File: config.mk
export PLATFORM = sky130hd
export DESIGN_NAME = i2cr_ctrl
export DESIGN_NICKNAME = d
export VERILOG_FILES = /design/src/rtl/i2cr_pkg.sv /design/src/rtl/i2cr_sync.sv /design/src/rtl/i2cr_regs.sv /design/src/rtl/i2cr_ctrl.sv
export SDC_FILE = /design/constraint.sdc
export NUM_CORES = 1
export LEC_CHECK = 0
export ABC_AREA = 0
export CORE_AREA = 2 2 90 92
export CTS_CLUSTER_SIZE = 10
export DETAILED_ROUTE_END_ITERATION = 16
export DIE_AREA = 0 0 92 94
export GPL_ROUTABILITY_DRIVEN = 0
export PLACE_DENSITY_LB_ADDON = 0.1
export SYNTH_ARGS = -nofsm -noshare
export SYNTH_HDL_FRONTEND = slang
export SYNTH_SLANG_ARGS = --single-unit
File: constraint.sdc
create_clock -name clk -period 2.7 [get_ports clk]
set_clock_uncertainty 0.05 [all_clocks]
set_input_delay 0.54 -clock clk [delete_from_list [all_inputs] [get_ports clk]]
set_output_delay 0.54 -clock clk [all_outputs]
set_load 0.005 [all_outputs]
File: src/rtl/i2cr_pkg.sv
package i2cr_pkg;

  typedef enum logic [2:0] {
    S_IDLE,
    S_ADDR,
    S_RX,
    S_ACK,
    S_TX,
    S_TXACK
  } i2cr_state_t;

  // Register positions that the chip-level outputs decode
  localparam int IDX_REF  = 0;
  localparam int IDX_DIFF = 2;
  localparam int IDX_CNT  = 4;
  localparam int IDX_AMP  = 5;

  // Power-on contents of each register index
  function automatic logic [7:0] reg_default(input int idx);
    case (idx)
      0:       return 8'h04;
      2:       return 8'hC0;
      3:       return 8'h08;
      4:       return 8'h06;
      5:       return 8'hD8;
      default: return 8'h00;
    endcase
  endfunction

  // Target address match on the upper seven bits of the address byte
  function automatic logic addr_hit(input logic [7:0] abyte, input logic [6:0] dev);
    return abyte[7:1] == dev;
  endfunction

endpackage

File: src/rtl/i2cr_sync.sv
module i2cr_sync #(
  parameter int SYNC = 2
) (
  input  logic clk,
  input  logic rst_n,
  input  logic scl_i,
  input  logic sda_i,
  output logic scl_s,
  output logic sda_s,
  output logic scl_rise,
  output logic scl_fall,
  output logic start_det,
  output logic stop_det
);
  localparam int W = SYNC + 1;

  logic [W-1:0] scl_q, sda_q;

  always_ff @(posedge clk or negedge rst_n) begin
    if (!rst_n) begin
      scl_q <= '1;
      sda_q <= '1;
    end else begin
      scl_q <= {scl_q[W-2:0], scl_i};
      sda_q <= {sda_q[W-2:0], sda_i};
    end
  end

  logic scl_p, sda_p;
  assign scl_s = scl_q[SYNC-1];
  assign sda_s = sda_q[SYNC-1];
  assign scl_p = scl_q[SYNC];
  assign sda_p = sda_q[SYNC];

  assign scl_rise  = scl_s & ~scl_p;
  assign scl_fall  = ~scl_s & scl_p;
  assign start_det = scl_s & scl_p & sda_p & ~sda_s;
  assign stop_det  = scl_s & scl_p & ~sda_p & sda_s;
endmodule

File: src/rtl/i2cr_regs.sv
module i2cr_regs #(
  parameter int NREG = 6,
  parameter int IW   = 7
) (
  input  logic            clk,
  input  logic            rst_n,
  input  logic            wr_stb,
  input  logic [IW-1:0]   wr_idx,
  input  logic [7:0]      wr_data,
  input  logic [IW-1:0]   rd_idx,
  output logic [7:0]      rd_data,
  output logic [NREG*8-1:0] reg_flat
);
  import i2cr_pkg::*;

  for (genvar g = 0; g < NREG; g++) begin : g_reg
    logic [7:0] q;
    always_ff @(posedge clk or negedge rst_n) begin
      if (!rst_n)
        q <= reg_default(g);
      else if (wr_stb && wr_idx == IW'(g))
        q <= wr_data;
    end
    assign reg_flat[g*8 +: 8] = q;
  end

  // Unimplemented indices fall through to zero
  always_comb begin
    rd_data = '0;
    for (int k = 0; k < NREG; k++)
      if (rd_idx == IW'(k)) rd_data = reg_flat[k*8 +: 8];
  end
endmodule

File: src/rtl/i2cr_ctrl.sv
module i2cr_ctrl #(
  parameter int         NREG     = 6,
  parameter int         SYNC     = 2,
  parameter logic [6:0] DEV_ADDR = 7'h6B
) (
  input  logic       clk,
  input  logic       rst_n,
  input  logic       scl_i,
  input  logic       sda_i,
  output logic       sda_oe,
  output logic       ref_en,
  output logic [1:0] diff_en,
  output logic       amp_custom,
  output logic [2:0] amp_code
);
  import i2cr_pkg::*;

  localparam int IW = 7;

  logic scl_s, sda_s, scl_rise, scl_fall, start_det, stop_det;

  i2cr_sync #(.SYNC(SYNC)) u_sync (
    .clk(clk), .rst_n(rst_n), .scl_i(scl_i), .sda_i(sda_i),
    .scl_s(scl_s), .sda_s(sda_s), .scl_rise(scl_rise), .scl_fall(scl_fall),
    .start_det(start_det), .stop_det(stop_det)
  );

  i2cr_state_t st;
  logic [3:0]    bitcnt;
  logic [7:0]    shreg;
  logic [IW-1:0] ptr;
  logic          rw, byte_mode, have_cmd, have_cnt, rd_first, host_nak;

  logic          wr_stb;
  logic [7:0]    rd_data;
  logic [NREG*8-1:0] reg_flat;

  // Named events for the checker
  logic byte_done, addr_done, addr_match;
  assign byte_done  = scl_fall && bitcnt == 4'd8;
  assign addr_done  = (st == S_ADDR) && byte_done;
  assign addr_match = addr_hit(shreg, DEV_ADDR);
  assign wr_stb     = (st == S_RX) && byte_done && have_cmd && (byte_mode || have_cnt);

  i2cr_regs #(.NREG(NREG), .IW(IW)) u_regs (
    .clk(clk), .rst_n(rst_n),
    .wr_stb(wr_stb), .wr_idx(ptr), .wr_data(shreg),
    .rd_idx(ptr), .rd_data(rd_data), .reg_flat(reg_flat)
  );

  logic send_cnt;
  assign send_cnt = rd_first && !byte_mode;

  always_ff @(posedge clk or negedge rst_n) begin
    if (!rst_n) begin
      st        <= S_IDLE;
      bitcnt    <= '0;
      shreg     <= '0;
      ptr       <= '0;
      rw        <= 1'b0;
      byte_mode <= 1'b0;
      have_cmd  <= 1'b0;
      have_cnt  <= 1'b0;
      rd_first  <= 1'b0;
      host_nak  <= 1'b0;
    end else if (start_det) begin
      st     <= S_ADDR;
      bitcnt <= '0;
    end else if (stop_det) begin
      st <= S_IDLE;
    end else begin
      case (st)
        S_ADDR, S_RX: begin
          if (scl_rise) begin
            shreg  <= {shreg[6:0], sda_s};
            bitcnt <= bitcnt + 4'd1;
          end else if (byte_done) begin
            if (st == S_ADDR) begin
              if (addr_match) begin
                st       <= S_ACK;
                rw       <= shreg[0];
                rd_first <= 1'b1;
                if (!shreg[0]) begin
                  have_cmd <= 1'b0;
                  have_cnt <= 1'b0;
                end
              end else begin
                st <= S_IDLE;
              end
            end else begin
              st <= S_ACK;
              if (!have_cmd) begin
                ptr       <= shreg[6:0];
                byte_mode <= shreg[7];
                have_cmd  <= 1'b1;
              end else if (!byte_mode && !have_cnt) begin
                have_cnt <= 1'b1;
              end else begin
                ptr <= ptr + 7'd1;
              end
            end
          end
        end
        S_ACK: begin
          if (scl_fall) begin
            bitcnt <= '0;
            if (rw) begin
              st       <= S_TX;
              rd_first <= 1'b0;
              if (send_cnt) shreg <= reg_flat[IDX_CNT*8 +: 8];
              else begin
                shreg <= rd_data;
                ptr   <= ptr + 7'd1;
              end
            end else begin
              st <= S_RX;
            end
          end
        end
        S_TX: begin
          if (scl_fall) begin
            shreg  <= {shreg[6:0], 1'b1};
            bitcnt <= bitcnt + 4'd1;
            if (bitcnt == 4'd7) st <= S_TXACK;
          end
        end
        S_TXACK: begin
          if (scl_rise) host_nak <= sda_s;
          else if (scl_fall) begin
            if (host_nak) st <= S_IDLE;
            else begin
              st     <= S_TX;
              bitcnt <= '0;
              shreg  <= rd_data;
              ptr    <= ptr + 7'd1;
            end
          end
        end
        default: ;
      endcase
    end
  end

  assign sda_oe = (st == S_ACK) || (st == S_TX && !shreg[7]);

  assign ref_en     = reg_flat[IDX_REF*8 + 2];
  assign diff_en[0] = reg_flat[IDX_DIFF*8 + 7];
  assign diff_en[1] = reg_flat[IDX_DIFF*8 + 6];
  assign amp_custom = reg_flat[IDX_AMP*8 + 7];
  assign amp_code   = reg_flat[IDX_AMP*8 + 4 +: 3];
endmodule

### Yosys cells after proc, flatten, opt, wreduce, memory -nomap -nowiden

Index checks and enable logic that the tools add are counted.

| cells by class | value |
|---|---|
| reductions and logical operators | 37 |
| multiplexer cells | 63 |
| eq/ne operators | 43 |
| bitwise gates (word level) | 16 |
| add/subtract/negate cells | 2 |

Operators with widths:

| cell | count |
|---|---|
| 8-bit 2-to-1 mux | 14 |
| 7-bit 2-to-1 mux | 11 |
| 3-bit 2-to-1 mux | 12 |
| 4-bit 2-to-1 mux | 8 |
| 2-bit inequality test, second input constant | 16 |
| 8-bit case mux with 4 select lines | 1 |
| 4-bit inequality test, second input constant | 7 |
| 3-bit inequality test, second input constant | 7 |
| 7-bit case mux with 3 select lines | 1 |
| 7-bit AND reduction | 3 |
| 9-bit AND reduction | 2 |
| 4-bit case mux with 4 select lines | 1 |
| 8-bit AND reduction | 2 |
| 7-bit by 2-bit equality test with 1-bit output, second input constant | 2 |
| 7-bit by 3-bit equality test with 1-bit output, second input constant | 2 |
| 1-bit logical AND | 13 |
| 13-bit AND reduction | 1 |
| 1-bit 2-to-1 mux | 12 |
| 3-bit case mux with 4 select lines | 1 |
| 10-bit AND reduction | 1 |
| 1-bit inverter | 9 |
| 7-bit by 1-bit adder with 7-bit output, second input constant | 1 |
| 1-bit bitwise AND | 7 |
| 7-bit by 1-bit equality test with 1-bit output, second input constant | 1 |
| other kinds (19) | 26 |

| word-level totals | value |
|---|---|
| register bits after elaboration | 82 |
| input bits | 4 |

### Depth between registers and ports, before layout

| logic depth | value |
|---|---|
| depth after elaboration | 11 |
| gate-level depth with buffers | 9 |

### Hierarchy

Synthesis repeated with hierarchy kept, for this count alone.

| second synthesis, totals | value |
|---|---|
| cell total of the unflattened synthesis | 375 |
| area total of the unflattened synthesis | 4505.6 um2 |

By module, submodules not included:

| module | times used | area an instance (um2) | cells each |
|---|---|---|---|
| i2cr_regs | 1 | 2279.7 | 150 |
| i2cr_ctrl | 1 | 2035.7 | 215 |
| i2cr_sync | 1 | 190.2 | 10 |

### Least setup slack after synthesis

OpenSTA, ideal clock, no wires.

| timing path | value |
|---|---|
| kind | reg2reg |
| from | reg ptr[0] |
| to | reg shreg[0] |
| stages on the path, launching flop included | 8 |
| clock period less this slack | 2.005 ns |
| arrival time | 1.863 ns |
| path buffers | 0 |
| slack | 0.695 ns |
| path through | dfrtp_1 > inv_1 > ha_1 > and2b_1 > a221oi_1 > a21oi_1 > o311a_1 > o31ai_2 |

| between the ends | value |
|---|---|
| longest elaborated chain between the ends | 11 |
| elaborated cells between the ends (all ways) | 19 |

Ends and longest elaborated chain:

| what | RTL line | source |
|---|---|---|
| start, declared | i2cr_ctrl.sv:31 | `logic [IW-1:0] ptr;` |
| start signal, assigned | i2cr_ctrl.sv:93 | `ptr <= shreg[6:0];` |
| start signal, assigned | i2cr_ctrl.sv:99 | `ptr <= ptr + 7'd1;` |
| start signal, assigned | i2cr_ctrl.sv:113 | `ptr <= ptr + 7'd1;` |
| 7-bit zero test | i2cr_regs.sv:31 | `if (rd_idx == IW'(k)) rd_data = reg_flat[k*8 +: 8];` |
| 8-bit 2-to-1 mux (5 in a row) | i2cr_regs.sv:31 |  |
| 8-bit 2-to-1 mux * | i2cr_regs.sv:31 |  |
| 8-bit 2-to-1 mux, on equally long branches | i2cr_ctrl.sv:130, i2cr_ctrl.sv:110 |  |
| 8-bit 2-to-1 mux, on equally long branches | i2cr_ctrl.sv:129, i2cr_ctrl.sv:107 |  |
| 8-bit 2-to-1 mux, on equally long branches | i2cr_ctrl.sv:128, i2cr_ctrl.sv:105 |  |
| 8-bit case mux with 4 select lines * | i2cr_ctrl.sv:72 | `case (st)` |
| end signal, assigned | i2cr_ctrl.sv:75 | `shreg <= {shreg[6:0], sda_s};` |
| end signal, assigned | i2cr_ctrl.sv:122 | `shreg <= {shreg[6:0], 1'b1};` |
| end signal, assigned | i2cr_ctrl.sv:134 | `shreg <= rd_data;` |
| end, declared | i2cr_ctrl.sv:30 | `logic [7:0] shreg;` |

Every way passes the cells marked *; elsewhere a longest branch is shown, timed or not. The select of a mux whose other input is x is not followed.
A chain may end at the register's enable or synchronous reset.

### Worst setup path after layout

| timing path | value |
|---|---|
| from | reg st[1] |
| to | out sda_oe |

| between the ends | value |
|---|---|
| longest elaborated chain between the ends | 3 |
| elaborated cells between the ends (all ways) | 4 |

Ends and longest elaborated chain:

| what | RTL line | source |
|---|---|---|
| start, declared | i2cr_ctrl.sv:28 | `i2cr_state_t st;` |
| start signal, assigned | i2cr_ctrl.sv:56 | `st <= S_IDLE;` |
| start signal, assigned | i2cr_ctrl.sv:67 | `st <= S_ADDR;` |
| start signal, assigned | i2cr_ctrl.sv:70 | `st <= S_IDLE;` |
| 3-bit equality test | i2cr_ctrl.sv:144 | `assign sda_oe = (st == S_ACK) \|\| (st == S_TX && !shreg[7]);` |
| 1-bit logical AND | i2cr_ctrl.sv:144 |  |
| 1-bit logical OR * | i2cr_ctrl.sv:144 |  |
| end, declared | i2cr_ctrl.sv:10 | `output logic sda_oe,` |

Every way passes the cells marked *; elsewhere a longest branch is shown, timed or not.

==> flow_metrics.env <==
export IMPL_synth_compound_area_share_pct=16.5
export IMPL_cts_max_level=3
export IMPL_finalMaxSlewViolations=0
export IMPL_area_growth_syn_to_layout_pct=8.38
export IMPL_end_kind="primary output"
export IMPL_antenna_cells=0
export IMPL_row_count=32
export IMPL_r2r_cells=6
export IMPL_drtIter0Drc=392
export IMPL_reg2reg_slack_ns=0.50
export IMPL_grt_overflow=0
export IMPL_vias_per_cell=6.39
export IMPL_vdd_drop_max_uv=357
export IMPL_cts_setup_buffers=0
export IMPL_p_total_mw=3.09
export IMPL_cp_data_arrival_time_ns=1.99
export IMPL_first_global_vias=3400
export IMPL_synth_seq_cells=82
export IMPL_worst_path_max_fanout=9
export IMPL_p_per_area_nw_per_um2=619
export IMPL_fp_dieH_um=94
export IMPL_cts_tree="done"
export IMPL_start_util_pct=60.6
export IMPL_yosys_top_cells_count="dfrtp_1 (66), mux2_1 (33), nor2_1 (29), nand2_1 (23), a21oi_1 (20)"
export IMPL_dp_hpwl_um=7480
export IMPL_tns_ns=0
export IMPL_yosysTopAreaCell="dfrtp_1"
export IMPL_drc_errors=0
export IMPL_routedWlPerCell_um=20.1
export IMPL_synthMuxAreaShare_pct=13.8
export IMPL_status="finished clean"
export IMPL_min_path_type="in -> async"
export IMPL_r2r_end="shreg[7]"
export IMPL_yosysSeqAreaShare_pct=44.9
export IMPL_startpoint_type="flip-flop"
export IMPL_syn_nets=446
export IMPL_yosysMostFrequentCell="dfrtp_1"
export IMPL_required_ns=2.11
export IMPL_layout_drive_gt1_share_pct=20.2
export IMPL_worstSetupPathType="reg -> out"
export IMPL_avgSynthCellArea_um2=10.6
export IMPL_dieArea_um2=8650
export IMPL_cts_inserted_buffers=9
export IMPL_drt_wl_total_um=11000
export IMPL_synth_simple_gate_area_share_pct=17.4
export IMPL_synthCells=436
export IMPL_clock_latency_ns=0.37
export IMPL_ys_types=65
export IMPL_rsz0062_at_grt="false"
export IMPL_final_nets=450
export IMPL_vias=3496
export IMPL_grt_total_usage_pct=27.9
export IMPL_ios=12
export IMPL_synth_top_cell_area_share_pct=35.8
export IMPL_ys_flop_type="dfrtp_1"
export IMPL_netlist_area_um2=4610
export IMPL_finalCriticalPeriod_ns=2.58
export IMPL_relSlewSlack_pct=61.4
export IMPL_synth_xor_area_share_pct=0.380
export IMPL_fillCellCount=614
export IMPL_cts_resized=0
export IMPL_cts_sinks=82
export IMPL_cts_root_buf="clkbuf_8"
export IMPL_worstMarginPinSlew_ns=0.579
export IMPL_synth_top_family_by_area="simple AND/OR/NAND/NOR gates"
export IMPL_setup_viol=0
export IMPL_grt_max_degree=36
export IMPL_clk_pin_slew_ns=0.09
export IMPL_final_hold_viol_count=0
export IMPL_grt_pass1_wl_um=18300
export IMPL_r2r_start="st[2]"
export IMPL_fin_crit_sh_pct=95.4
export IMPL_synth_edf_count=0
export IMPL_max_freq_mhz=388
export IMPL_synth_area_leaders="dfrtp_1 (36%), dfstp_2 (9.1%), mux2_1 (8.1%)"
export IMPL_leakagePower_nw=2.26
export IMPL_synth_fa_ha_area_share_pct=1.63
export IMPL_firstDrtPassIters=5
export IMPL_port_buffers=11
export IMPL_antenna_found_initial=0
export IMPL_synth_warnings=0
export IMPL_drv_cap=0
export IMPL_hold_buffers=0
export IMPL_cts_buffer_depth=2
export IMPL_synthArstFlopShare_pct=100
export IMPL_design_core_area_um2=7610
export IMPL_ant_nets=0
export IMPL_die_w_um=92
cells by family after synthesis:
kind of cell,count (synthesis)
AND/OR/NAND/NOR,136
AO/OA/AOI/OAI,108
flip-flops,82
multiplexers,55
buffers and inverters,47
adder cells (fa/ha/maj),6
XOR/XNOR,2
layout by cell type, fill, tap and decap left out, types with 7 or more instances in the layout:
master	count
mux2_2	8
nor2_1	29
nor3_1	9
inv_1	11
buf_4	18
o31ai_2	8
mux2_4	7
mux2_1	33
a31oi_1	10
o211ai_1	7
a22oi_1	13
clkbuf_8	10
nand3_1	17
mux2i_1	7
dfstp_2	16
nand2b_1	11
o21ai_0	15
dfrtp_1	66
a21oi_1	20
nand2_1	23
clkdlybuf4s50_1	10
worst max-delay path, cell delays in order (launching register included):
cell and delay (ns):
dfrtp_1 0.49, nand2b_2 0.30, o31ai_1 0.27, clkdlybuf4s50_1 0.55
layout make-up:
cell class                 instances  area, um2  share of cell area [%]
clock buffer                      10        138                    2.75
clock inverter                     6       71.3                    1.43
inverter                          11       41.3                   0.826
multi-input combinational        307       2290                    45.9
sequential                        82       2070                    41.5
tap                              102        128                    2.55
timing repair buffer              29        255                    5.11
registers in the layout (all words and copies together) (netlist names):
register      count
u_regs.g.q       48
shreg             8
ptr               7
bitcnt            4
st                3
u_sync.scl_q      3
u_sync.sda_q      3
byte_mode         1
have_cmd          1
have_cnt          1
host_nak          1
rd_first          1
rw                1
worst max-delay path by stage:
| stage | depth (start not counted) | startpoint | end |
|---|---|---|---|
| floorplan | 7 | ptr[0] | shreg[0] |
| global placement | 3 | st[1] | sda_oe |
| detailed placement | 3 | st[1] | sda_oe |
| CTS | 3 | st[1] | sda_oe |
| global route | 4 | st[2] | sda_oe |
| finish | 3 | st[1] | sda_oe |
routing by layer:
| layer | track usage (%) | vias to the layer above | part of all wire, % |
|---|---|---|---|
| li1 | - | 1596 | - |
| met1 | 40.5 | 1767 | 46 |
| met2 | 41.4 | 115 | 45 |
| met3 | 5.14 | 18 | 6.2 |
| met4 | 12.1 | 0 | 2.2 |
| met5 | 0 | - | 0 |
report_power, final:
part	internal (mW)	total, mW	switching, mW	leakage (nW)
sequential	1.32	1.58	0.254	1.07
clock	0.464	0.946	0.482	0.105
combinational	0.241	0.571	0.330	1.08
metrics by stage:
stage	instance area, um2	utilization (%)	instances	setup slack, ns	hold slack [ns]
floorplan	4610	-	436	0.695	0.194
global placement	4790	63.0	531	0.536	0.296
detailed placement	4790	63.0	531	0.517	0.300
CTS	5000	65.7	547	0.116	0.0561
global route	5000	65.7	547	0.0444	0.0770
finish	5000	65.7	547	0.123	0.0439
Note: power is estimated with default switching activity, not from simulation.
